## config.mk

```make
export PLATFORM = sky130hd
export DESIGN_NAME = msi_irq_agg
export DESIGN_NICKNAME = d
export VERILOG_FILES = /design/src/rtl/msi_agg_pkg.sv /design/src/rtl/msi_vec_decode.sv /design/src/rtl/msi_reg_if.sv /design/src/rtl/msi_group.sv /design/src/rtl/msi_irq_agg.sv
export SDC_FILE = /design/constraint.sdc
export NUM_CORES = 1
export LEC_CHECK = 0
export BUFFER_PORTS_ARGS = -buffer_cell sky130_fd_sc_hd__buf_2
export CAP_MARGIN = 15
export CORE_ASPECT_RATIO = 0.75
export CORE_MARGIN = 2
export CORE_UTILIZATION = 52
export DETAILED_ROUTE_END_ITERATION = 10
export PLACE_DENSITY = 0.9
export RECOVER_POWER = 50
export SLEW_MARGIN = 5
export SYNTH_ARGS = -nofsm -noshare
export SYNTH_HDL_FRONTEND = slang
export SYNTH_SLANG_ARGS = --single-unit
```

## constraint.sdc

```tcl
create_clock -name clk -period 2.9 [get_ports clk]
set_clock_uncertainty 0.15 [all_clocks]
set_input_delay 0.58 -clock clk [delete_from_list [all_inputs] [get_ports clk]]
set_output_delay 0.58 -clock clk [all_outputs]
set_load 0.005 [all_outputs]
```

## src/rtl/msi_agg_pkg.sv

```systemverilog
package msi_agg_pkg;
  localparam int OFS_EOI      = 'h050;
  localparam int OFS_GRP_BASE = 'h100;
  localparam int SUB_STATUS   = 'h4;
  localparam int SUB_EN_SET   = 'h8;
  localparam int SUB_EN_CLR   = 'hC;
  localparam int EOI_BIAS     = 4;
endpackage

```

## src/rtl/msi_vec_decode.sv

```systemverilog
module msi_vec_decode #(
  parameter int NUM_GROUPS     = 8,
  parameter int BITS_PER_GROUP = 4,
  parameter int DATA_W         = 32
) (
  input  logic                               clk,
  input  logic                               rst,
  input  logic                               msi_wr_en,
  input  logic [DATA_W-1:0]                  msi_wr_data,
  output logic [NUM_GROUPS*BITS_PER_GROUP-1:0] set_o
);
  localparam int NUM_VEC = NUM_GROUPS * BITS_PER_GROUP;

  // flat index g*B+b holds vector g + b*G
  for (genvar g = 0; g < NUM_GROUPS; g++) begin : g_grp
    for (genvar b = 0; b < BITS_PER_GROUP; b++) begin : g_bit
      assign set_o[g*BITS_PER_GROUP+b] =
        msi_wr_en && (msi_wr_data == DATA_W'(g + b*NUM_GROUPS));
    end
  end


  oob_ignored_chk: assert property (@(posedge clk) disable iff (rst)
    (msi_wr_en && (msi_wr_data >= DATA_W'(NUM_VEC))) |-> (set_o == '0));


  single_vec_chk: assert property (@(posedge clk) disable iff (rst)
    $onehot0(set_o));
endmodule

```

## src/rtl/msi_reg_if.sv

```systemverilog
module msi_reg_if
  import msi_agg_pkg::*;
#(
  parameter int NUM_GROUPS     = 8,
  parameter int BITS_PER_GROUP = 4,
  parameter int ADDR_W         = 12,
  parameter int DATA_W         = 32
) (
  input  logic                                 clk,
  input  logic                                 rst,
  input  logic                                 wr_en,
  input  logic [ADDR_W-1:0]                    wr_addr,
  input  logic [DATA_W-1:0]                    wr_data,
  input  logic                                 rd_en,
  input  logic [ADDR_W-1:0]                    rd_addr,
  input  logic [NUM_GROUPS*BITS_PER_GROUP-1:0] status_i,
  input  logic [NUM_GROUPS*BITS_PER_GROUP-1:0] enable_i,
  output logic [NUM_GROUPS*BITS_PER_GROUP-1:0] w1c_o,
  output logic [NUM_GROUPS*BITS_PER_GROUP-1:0] en_set_o,
  output logic [NUM_GROUPS*BITS_PER_GROUP-1:0] en_clr_o,
  output logic [NUM_GROUPS-1:0]                eoi_o,
  output logic [DATA_W-1:0]                    rd_data_o
);
  localparam int GW    = $clog2(NUM_GROUPS);
  localparam int TAG_W = ADDR_W - GW - 4;
  localparam logic [TAG_W-1:0] GRP_TAG = TAG_W'(OFS_GRP_BASE >> (GW + 4));
  localparam int B = BITS_PER_GROUP;

  logic          wr_grp_hit, rd_grp_hit;
  logic [GW-1:0] wr_idx, rd_idx;
  logic [3:0]    wr_sub, rd_sub;

  assign wr_grp_hit = wr_en && (wr_addr[ADDR_W-1:GW+4] == GRP_TAG);
  assign wr_idx     = wr_addr[GW+3:4];
  assign wr_sub     = wr_addr[3:0];
  assign rd_grp_hit = rd_addr[ADDR_W-1:GW+4] == GRP_TAG;
  assign rd_idx     = rd_addr[GW+3:4];
  assign rd_sub     = rd_addr[3:0];

  for (genvar g = 0; g < NUM_GROUPS; g++) begin : g_wdec
    logic sel;
    assign sel = wr_grp_hit && (wr_idx == GW'(g));
    assign w1c_o[g*B +: B]    = (sel && wr_sub == 4'(SUB_STATUS)) ? wr_data[B-1:0] : '0;
    assign en_set_o[g*B +: B] = (sel && wr_sub == 4'(SUB_EN_SET)) ? wr_data[B-1:0] : '0;
    assign en_clr_o[g*B +: B] = (sel && wr_sub == 4'(SUB_EN_CLR)) ? wr_data[B-1:0] : '0;
    assign eoi_o[g] = wr_en && (wr_addr == ADDR_W'(OFS_EOI)) &&
                      (wr_data == DATA_W'(g + EOI_BIAS));
  end

  logic [DATA_W-1:0] rd_next;
  always_comb begin
    rd_next = '0;
    if (rd_grp_hit) begin
      if (rd_sub == 4'(SUB_STATUS))
        rd_next[B-1:0] = status_i[int'(rd_idx)*B +: B];
      else if (rd_sub == 4'(SUB_EN_SET) || rd_sub == 4'(SUB_EN_CLR))
        rd_next[B-1:0] = enable_i[int'(rd_idx)*B +: B];
    end
  end

  always_ff @(posedge clk) begin
    if (rst)        rd_data_o <= '0;
    else if (rd_en) rd_data_o <= rd_next;
  end


  eoi_onehot_chk: assert property (@(posedge clk) disable iff (rst)
    $onehot0(eoi_o));


  set_clr_excl_chk: assert property (@(posedge clk) disable iff (rst)
    ((en_set_o & en_clr_o) == '0));


  rd_hold_chk: assert property (@(posedge clk) disable iff (rst)
    !rd_en |=> $stable(rd_data_o));
endmodule

```

## src/rtl/msi_group.sv

```systemverilog
module msi_group #(
  parameter int BITS_PER_GROUP = 4
) (
  input  logic                      clk,
  input  logic                      rst,
  input  logic [BITS_PER_GROUP-1:0] set_i,
  input  logic [BITS_PER_GROUP-1:0] w1c_i,
  input  logic [BITS_PER_GROUP-1:0] en_set_i,
  input  logic [BITS_PER_GROUP-1:0] en_clr_i,
  input  logic                      eoi_i,
  output logic [BITS_PER_GROUP-1:0] status_o,
  output logic [BITS_PER_GROUP-1:0] enable_o,
  output logic                      irq_o
);
  logic [BITS_PER_GROUP-1:0] status_d, enable_d;

  // a new MSI wins over a clear of the same bit
  assign status_d = (status_o & ~w1c_i) | set_i;
  assign enable_d = (enable_o | en_set_i) & ~en_clr_i;

  always_ff @(posedge clk) begin
    if (rst) begin
      status_o <= '0;
      enable_o <= '0;
      irq_o    <= 1'b0;
    end else begin
      status_o <= status_d;
      enable_o <= enable_d;
      irq_o    <= (|(status_d & enable_d)) && !eoi_i;
    end
  end


  set_sticks_chk: assert property (@(posedge clk) disable iff (rst)
    (|set_i) |=> ((status_o & $past(set_i)) == $past(set_i)));


  w1c_clears_chk: assert property (@(posedge clk) disable iff (rst)
    (|(w1c_i & ~set_i)) |=> ((status_o & $past(w1c_i & ~set_i)) == '0));


  en_set_chk: assert property (@(posedge clk) disable iff (rst)
    (|(en_set_i & ~en_clr_i)) |=>
      ((enable_o & $past(en_set_i & ~en_clr_i)) == $past(en_set_i & ~en_clr_i)));


  irq_needs_pending_chk: assert property (@(posedge clk) disable iff (rst)
    irq_o |-> (|(status_o & enable_o)));


  eoi_drop_chk: assert property (@(posedge clk) disable iff (rst)
    eoi_i |=> !irq_o);
endmodule

```

## src/rtl/msi_irq_agg.sv

```systemverilog
module msi_irq_agg #(
  parameter int NUM_GROUPS     = 8,
  parameter int BITS_PER_GROUP = 4,
  parameter int ADDR_W         = 12,
  parameter int DATA_W         = 32
) (
  input  logic                  clk,
  input  logic                  rst,
  input  logic                  msi_wr_en,
  input  logic [DATA_W-1:0]     msi_wr_data,
  input  logic                  reg_wr_en,
  input  logic [ADDR_W-1:0]     reg_wr_addr,
  input  logic [DATA_W-1:0]     reg_wr_data,
  input  logic                  reg_rd_en,
  input  logic [ADDR_W-1:0]     reg_rd_addr,
  output logic [DATA_W-1:0]     reg_rd_data,
  output logic [NUM_GROUPS-1:0] irq_o
);
  localparam int NV = NUM_GROUPS * BITS_PER_GROUP;
  localparam int B  = BITS_PER_GROUP;

  logic [NV-1:0]         msi_set, w1c, en_set, en_clr, status, enable;
  logic [NUM_GROUPS-1:0] eoi;

  msi_vec_decode #(
    .NUM_GROUPS(NUM_GROUPS), .BITS_PER_GROUP(BITS_PER_GROUP), .DATA_W(DATA_W)
  ) u_decode (
    .clk(clk), .rst(rst), .msi_wr_en(msi_wr_en), .msi_wr_data(msi_wr_data),
    .set_o(msi_set)
  );

  msi_reg_if #(
    .NUM_GROUPS(NUM_GROUPS), .BITS_PER_GROUP(BITS_PER_GROUP),
    .ADDR_W(ADDR_W), .DATA_W(DATA_W)
  ) u_regs (
    .clk(clk), .rst(rst),
    .wr_en(reg_wr_en), .wr_addr(reg_wr_addr), .wr_data(reg_wr_data),
    .rd_en(reg_rd_en), .rd_addr(reg_rd_addr),
    .status_i(status), .enable_i(enable),
    .w1c_o(w1c), .en_set_o(en_set), .en_clr_o(en_clr), .eoi_o(eoi),
    .rd_data_o(reg_rd_data)
  );

  for (genvar g = 0; g < NUM_GROUPS; g++) begin : g_group
    msi_group #(.BITS_PER_GROUP(BITS_PER_GROUP)) u_group (
      .clk(clk), .rst(rst),
      .set_i(msi_set[g*B +: B]), .w1c_i(w1c[g*B +: B]),
      .en_set_i(en_set[g*B +: B]), .en_clr_i(en_clr[g*B +: B]),
      .eoi_i(eoi[g]),
      .status_o(status[g*B +: B]), .enable_o(enable[g*B +: B]),
      .irq_o(irq_o[g])
    );
  end


  reset_quiet_chk: assert property (@(posedge clk)
    rst |=> (irq_o == '0 && reg_rd_data == '0));
endmodule

```

==> run summary <==
### Route
* 13.84 mm — total routed wirelength
* 4,298 — total vias in the final route
* 0 — drt drc
* 5 — first-pass iteration count of the detailed router
* 0 — number of nets with antenna violations after routing
* 539 — DRC marker count from the first detailed-route iteration
* 6.131 — number of vias per cell after detailed routing
* 19.74 um — wire length per cell after detailed routing

### Timing
* 0 ns — total negative setup slack
* 0 — Setup Viol. Count Final
* 2.563 ns — time the final worst path needs with I/O delays and setup
* 0 — final count of hold timing violations
* 0.3274 — worst rel slew slack
* 0.8839 — period utilization
* 0.3901 GHz — Max Clk Rate
* 0 — Max Slew Vio Count
* no — setup repair after global routing missed its margin
* 1.009 ns — worst-margin pin slew

### Power and ir drop
* 477.2 nW/um^2 — power density over cell area
* 0.2954 mV — highest ir drop seen on vdd
* 0.424 — proportion of power drawn by flip-flops and latches
* 0.002090 uW — standby leakage power
* 561.9 uW — Net Switching
* 1900 uW — internal power of the cells
* 0.085 — proportion of power drawn by combinational gates
* 0.491 — clock share of power
* 0.2282 — switching share of total power

### Placement
* 685 — instance count after placement with tap cells included
* 10.31 mm — HPWL after DPL
* 0.9664 — final weighted congestion of routability-driven global placement
* 104 — number of buffers added on ports

### CTS
* 9 — total clock buffers created by CTS
* done — TritonCTS clock tree
* 0 — hold-fix buffers at CTS
* 2 — worst-case clock buffer depth
* 3 — CTS HTree Levels
* sky130_fd_sc_hd__clkbuf_16 — CTS root buffer
* 0.06 ns — Reg clk slew, reported paths
* 0 — total of cells resized after clock tree synthesis
* 0 — buffers inserted by post-CTS timing repair
* 0.33 ns — clock latency of the later-clocked register in the worst-skew pair
* 76 — # clock sinks

### Synthesis
* 4405 um^2 — post-synthesis instance area
* 0.1454 — Compound-Gate Fraction of Synth Area
* 0 — fraction of synthesized cell area in xor and xnor cells
* 0 — Synth Area in Adders
* 0.3454 — register area share after synthesis
* 8.918 um^2 — Mapped Avg Cell Area
* 76 — #FFs+latches synth
* 0.1727 — multiplexer share of the synthesized area
* 0.2349 — synthesized-area fraction occupied by and/or/nand/nor cells
* 0 — number of warnings reported in the yosys synthesis log
* 494 — instance count of the mapped netlist
* 41 — post-synth cell types
* simple AND/OR/NAND/NOR gates — combinational family with the most area after synthesis

### Worst hold path
* reg -> reg — HP Class

### Critical path
* 2.63 ns — crit path DAT
* buf_2, and3b_1, clkbuf_1, nand3_1, or4_1, a22oi_2, o22ai_1, o21a_1 — ordered cell list for the critical path
* 0.59 ns — biggest cell delay along the critical path
* 9 — maximum fanout count along the critical path
* input port — Worst setup SP type
* sky130_fd_sc_hd__or4_1 — Max stage delay cell, worst path
* 2.97 ns — data required time of the worst path
* flop — nature of the critical path endpoint
* in -> reg — worst setup path class

### Finish
* 0 — diodes inserted
* 1521 um^2 — sequential standard cell area
* 701 — fin cells
* 0.6183 — utilization after layout
* 681 — Final Net Count
* 17.13% — Area growth syn-to-layout
* 0.2732 — fraction of final layout cells with drive strength greater than 1
* 701 — number of filler cells placed in the layout
* 2525 um^2 — combined area of the multi-input logic cells

### Die
* 83.71 um — die height
* 110.3 um — x dimension of the die
* 8346 um^2 — core area
* 0.5279 — starting density of the core
* 133 — count of boundary I/O pins
* 9232 um^2 — total die area
* 29 — row count

### Global routing
* 21.00 mm — first-pass GRT wire length
* 4,158 — via count of the first global-routing pass
* 37 — largest net degree at the start of global routing
* 0.3012 — overall track demand over capacity in global routing
* 0 — remaining global-route overflow
* 0 — number of antenna violations at the first check in global routing

### Outcome
* complete, no violations — outcome

### Job
* 0 — Max-cap violations

## through the flow
| step | total power, uW | area (um^2) | hold slack [ns] | setup WS (ns) |
|---|---|---|---|---|
| 3_3_place_gp | 1267 | 4862 | 0.3477 | 0.1364 |
| 4_1_cts | 2465 | 5189 | 0.3743 | 0.4816 |
| 2_1_floorplan | 1201 | 4507 | 0.3239 | 0.6187 |
| 6_report | 2462 | 5160 | 0.3720 | 0.3367 |
| 5_1_grt | 2530 | 5160 | 0.4130 | 0.1938 |
| 3_5_place_dp | 1271 | 4862 | 0.3603 | 0.1429 |
## critical path: cells and delay by family
kind,cells,cell delay (ns)
AO/OA/AOI/OAI,3,0.47
buffers and inverters,2,0.39
AND/OR/NAND/NOR,3,1.20
## layer usage
metal | vias to the layer above | share of wire | track usage
met3 | 44 | 0.13 | 0.1015
met1 | 1999 | 0.40 | 0.3969
met2 | 329 | 0.45 | 0.4679
li1 | 1926 | - | -
met5 | - | 0 | 0
met4 | 0 | 0.025 | 0.08977
## final timing paths
path              slack [ns]                             end  cells after the start                      startpoint
setup / recovery        0.34        g_group[4].u_group.irq_o                      8                  reg_wr_addr[7]
hold / removal          0.37  g_group[3].u_group.enable_o[3]                      2  g_group[3].u_group.enable_o[3]
setup reg to reg        1.35             u_regs.rd_data_o[0]                      5  g_group[7].u_group.status_o[0]
hold reg to reg         0.37  g_group[3].u_group.enable_o[3]                      2  g_group[3].u_group.enable_o[3]
## sequential cells by signal, indices dropped and copies added, names as in the netlist
name / flops
u_regs.rd_data_o: 4
g_group.u_group.irq_o: 8
g_group.u_group.status_o: 32
g_group.u_group.enable_o: 32
## cell usage after synthesis
master                           count  area, um^2
sky130_fd_sc_hd__inv_1               3       11.26
sky130_fd_sc_hd__nor3b_2             3       37.54
sky130_fd_sc_hd__nor3_2              2       20.02
sky130_fd_sc_hd__a21oi_1            39       195.2
sky130_fd_sc_hd__buf_6               1       11.26
sky130_fd_sc_hd__nand2b_1            8       50.05
sky130_fd_sc_hd__nand4_1             7       43.79
sky130_fd_sc_hd__nand3b_1            1       7.510
sky130_fd_sc_hd__a22oi_2             1       12.51
sky130_fd_sc_hd__nand3_1             8       40.04
sky130_fd_sc_hd__mux4_2             16       360.4
sky130_fd_sc_hd__dlymetal6s2s_1      1       12.51
sky130_fd_sc_hd__conb_1              1       3.750
sky130_fd_sc_hd__nand4b_1            1       8.760
sky130_fd_sc_hd__o31a_1              2       17.52
sky130_fd_sc_hd__and4_1              3       26.28
sky130_fd_sc_hd__buf_2               9       45.04
sky130_fd_sc_hd__nand2_1            26       97.59
sky130_fd_sc_hd__nor2_1             80       300.3
sky130_fd_sc_hd__a22oi_1             4       30.03
sky130_fd_sc_hd__buf_4              36       270.3
sky130_fd_sc_hd__nand3_2             1       10.01
sky130_fd_sc_hd__nand4bb_1           1       11.26
sky130_fd_sc_hd__clkbuf_8            3       41.29
sky130_fd_sc_hd__nor2b_1             9       56.30
sky130_fd_sc_hd__and3b_1             2       17.52
sky130_fd_sc_hd__and4_2              1       10.01
sky130_fd_sc_hd__nand3_4             1       17.52
sky130_fd_sc_hd__o31a_2              5       50.05
sky130_fd_sc_hd__nor4_2              2       25.02
sky130_fd_sc_hd__o21a_1             28       210.2
sky130_fd_sc_hd__clkbuf_1           12       45.04
sky130_fd_sc_hd__o22ai_1            20       125.1
sky130_fd_sc_hd__nor4b_1             2       17.52
sky130_fd_sc_hd__nor3_1             13       65.06
sky130_fd_sc_hd__or4_4               1       11.26
sky130_fd_sc_hd__nor4_1             22       137.6
sky130_fd_sc_hd__mux2i_1            40       400.4
sky130_fd_sc_hd__dfxtp_1            76        1521
sky130_fd_sc_hd__nor4b_4             1       23.77
sky130_fd_sc_hd__buf_1               2       7.510
## placed cells by master, fill, tap and decap left out, drive strengths merged, types with 16 or more instances in the layout
master / count
buf: 114
nor2: 80
dfxtp: 76
mux2i: 40
a21oi: 39
o21a: 28
conb: 28
nand2: 26
nor4: 24
o22ai: 20
mux4: 16
clkbuf: 16
## layout make-up
cell class              count  area share
flip-flops and latches     76      0.2949
clock inverters             6     0.01697
inverters                   3    0.002182
well taps                 108     0.02619
multi-input cells         378      0.4893
repair buffers            120      0.1242
clock buffers              10     0.04631
## power groups by stage
stage	clock network [uW]	logic [uW]	registers, uW
4_1_cts	1220	205	1040
5_1_grt	1260	226	1040
3_5_place_dp	0	204	1070
6_report	1210	208	1040
2_1_floorplan	0	133	1070
3_3_place_gp	0	200	1070
## cell families (layout without fill, tap and decap cells)
group,Yosys count,count (layout)
simple gates,195,195
compound gates,99,99
flops,76,76
buf+inv,67,139
mux,56,56
other cells,1,28
Power figures use the tool's default switching activity.
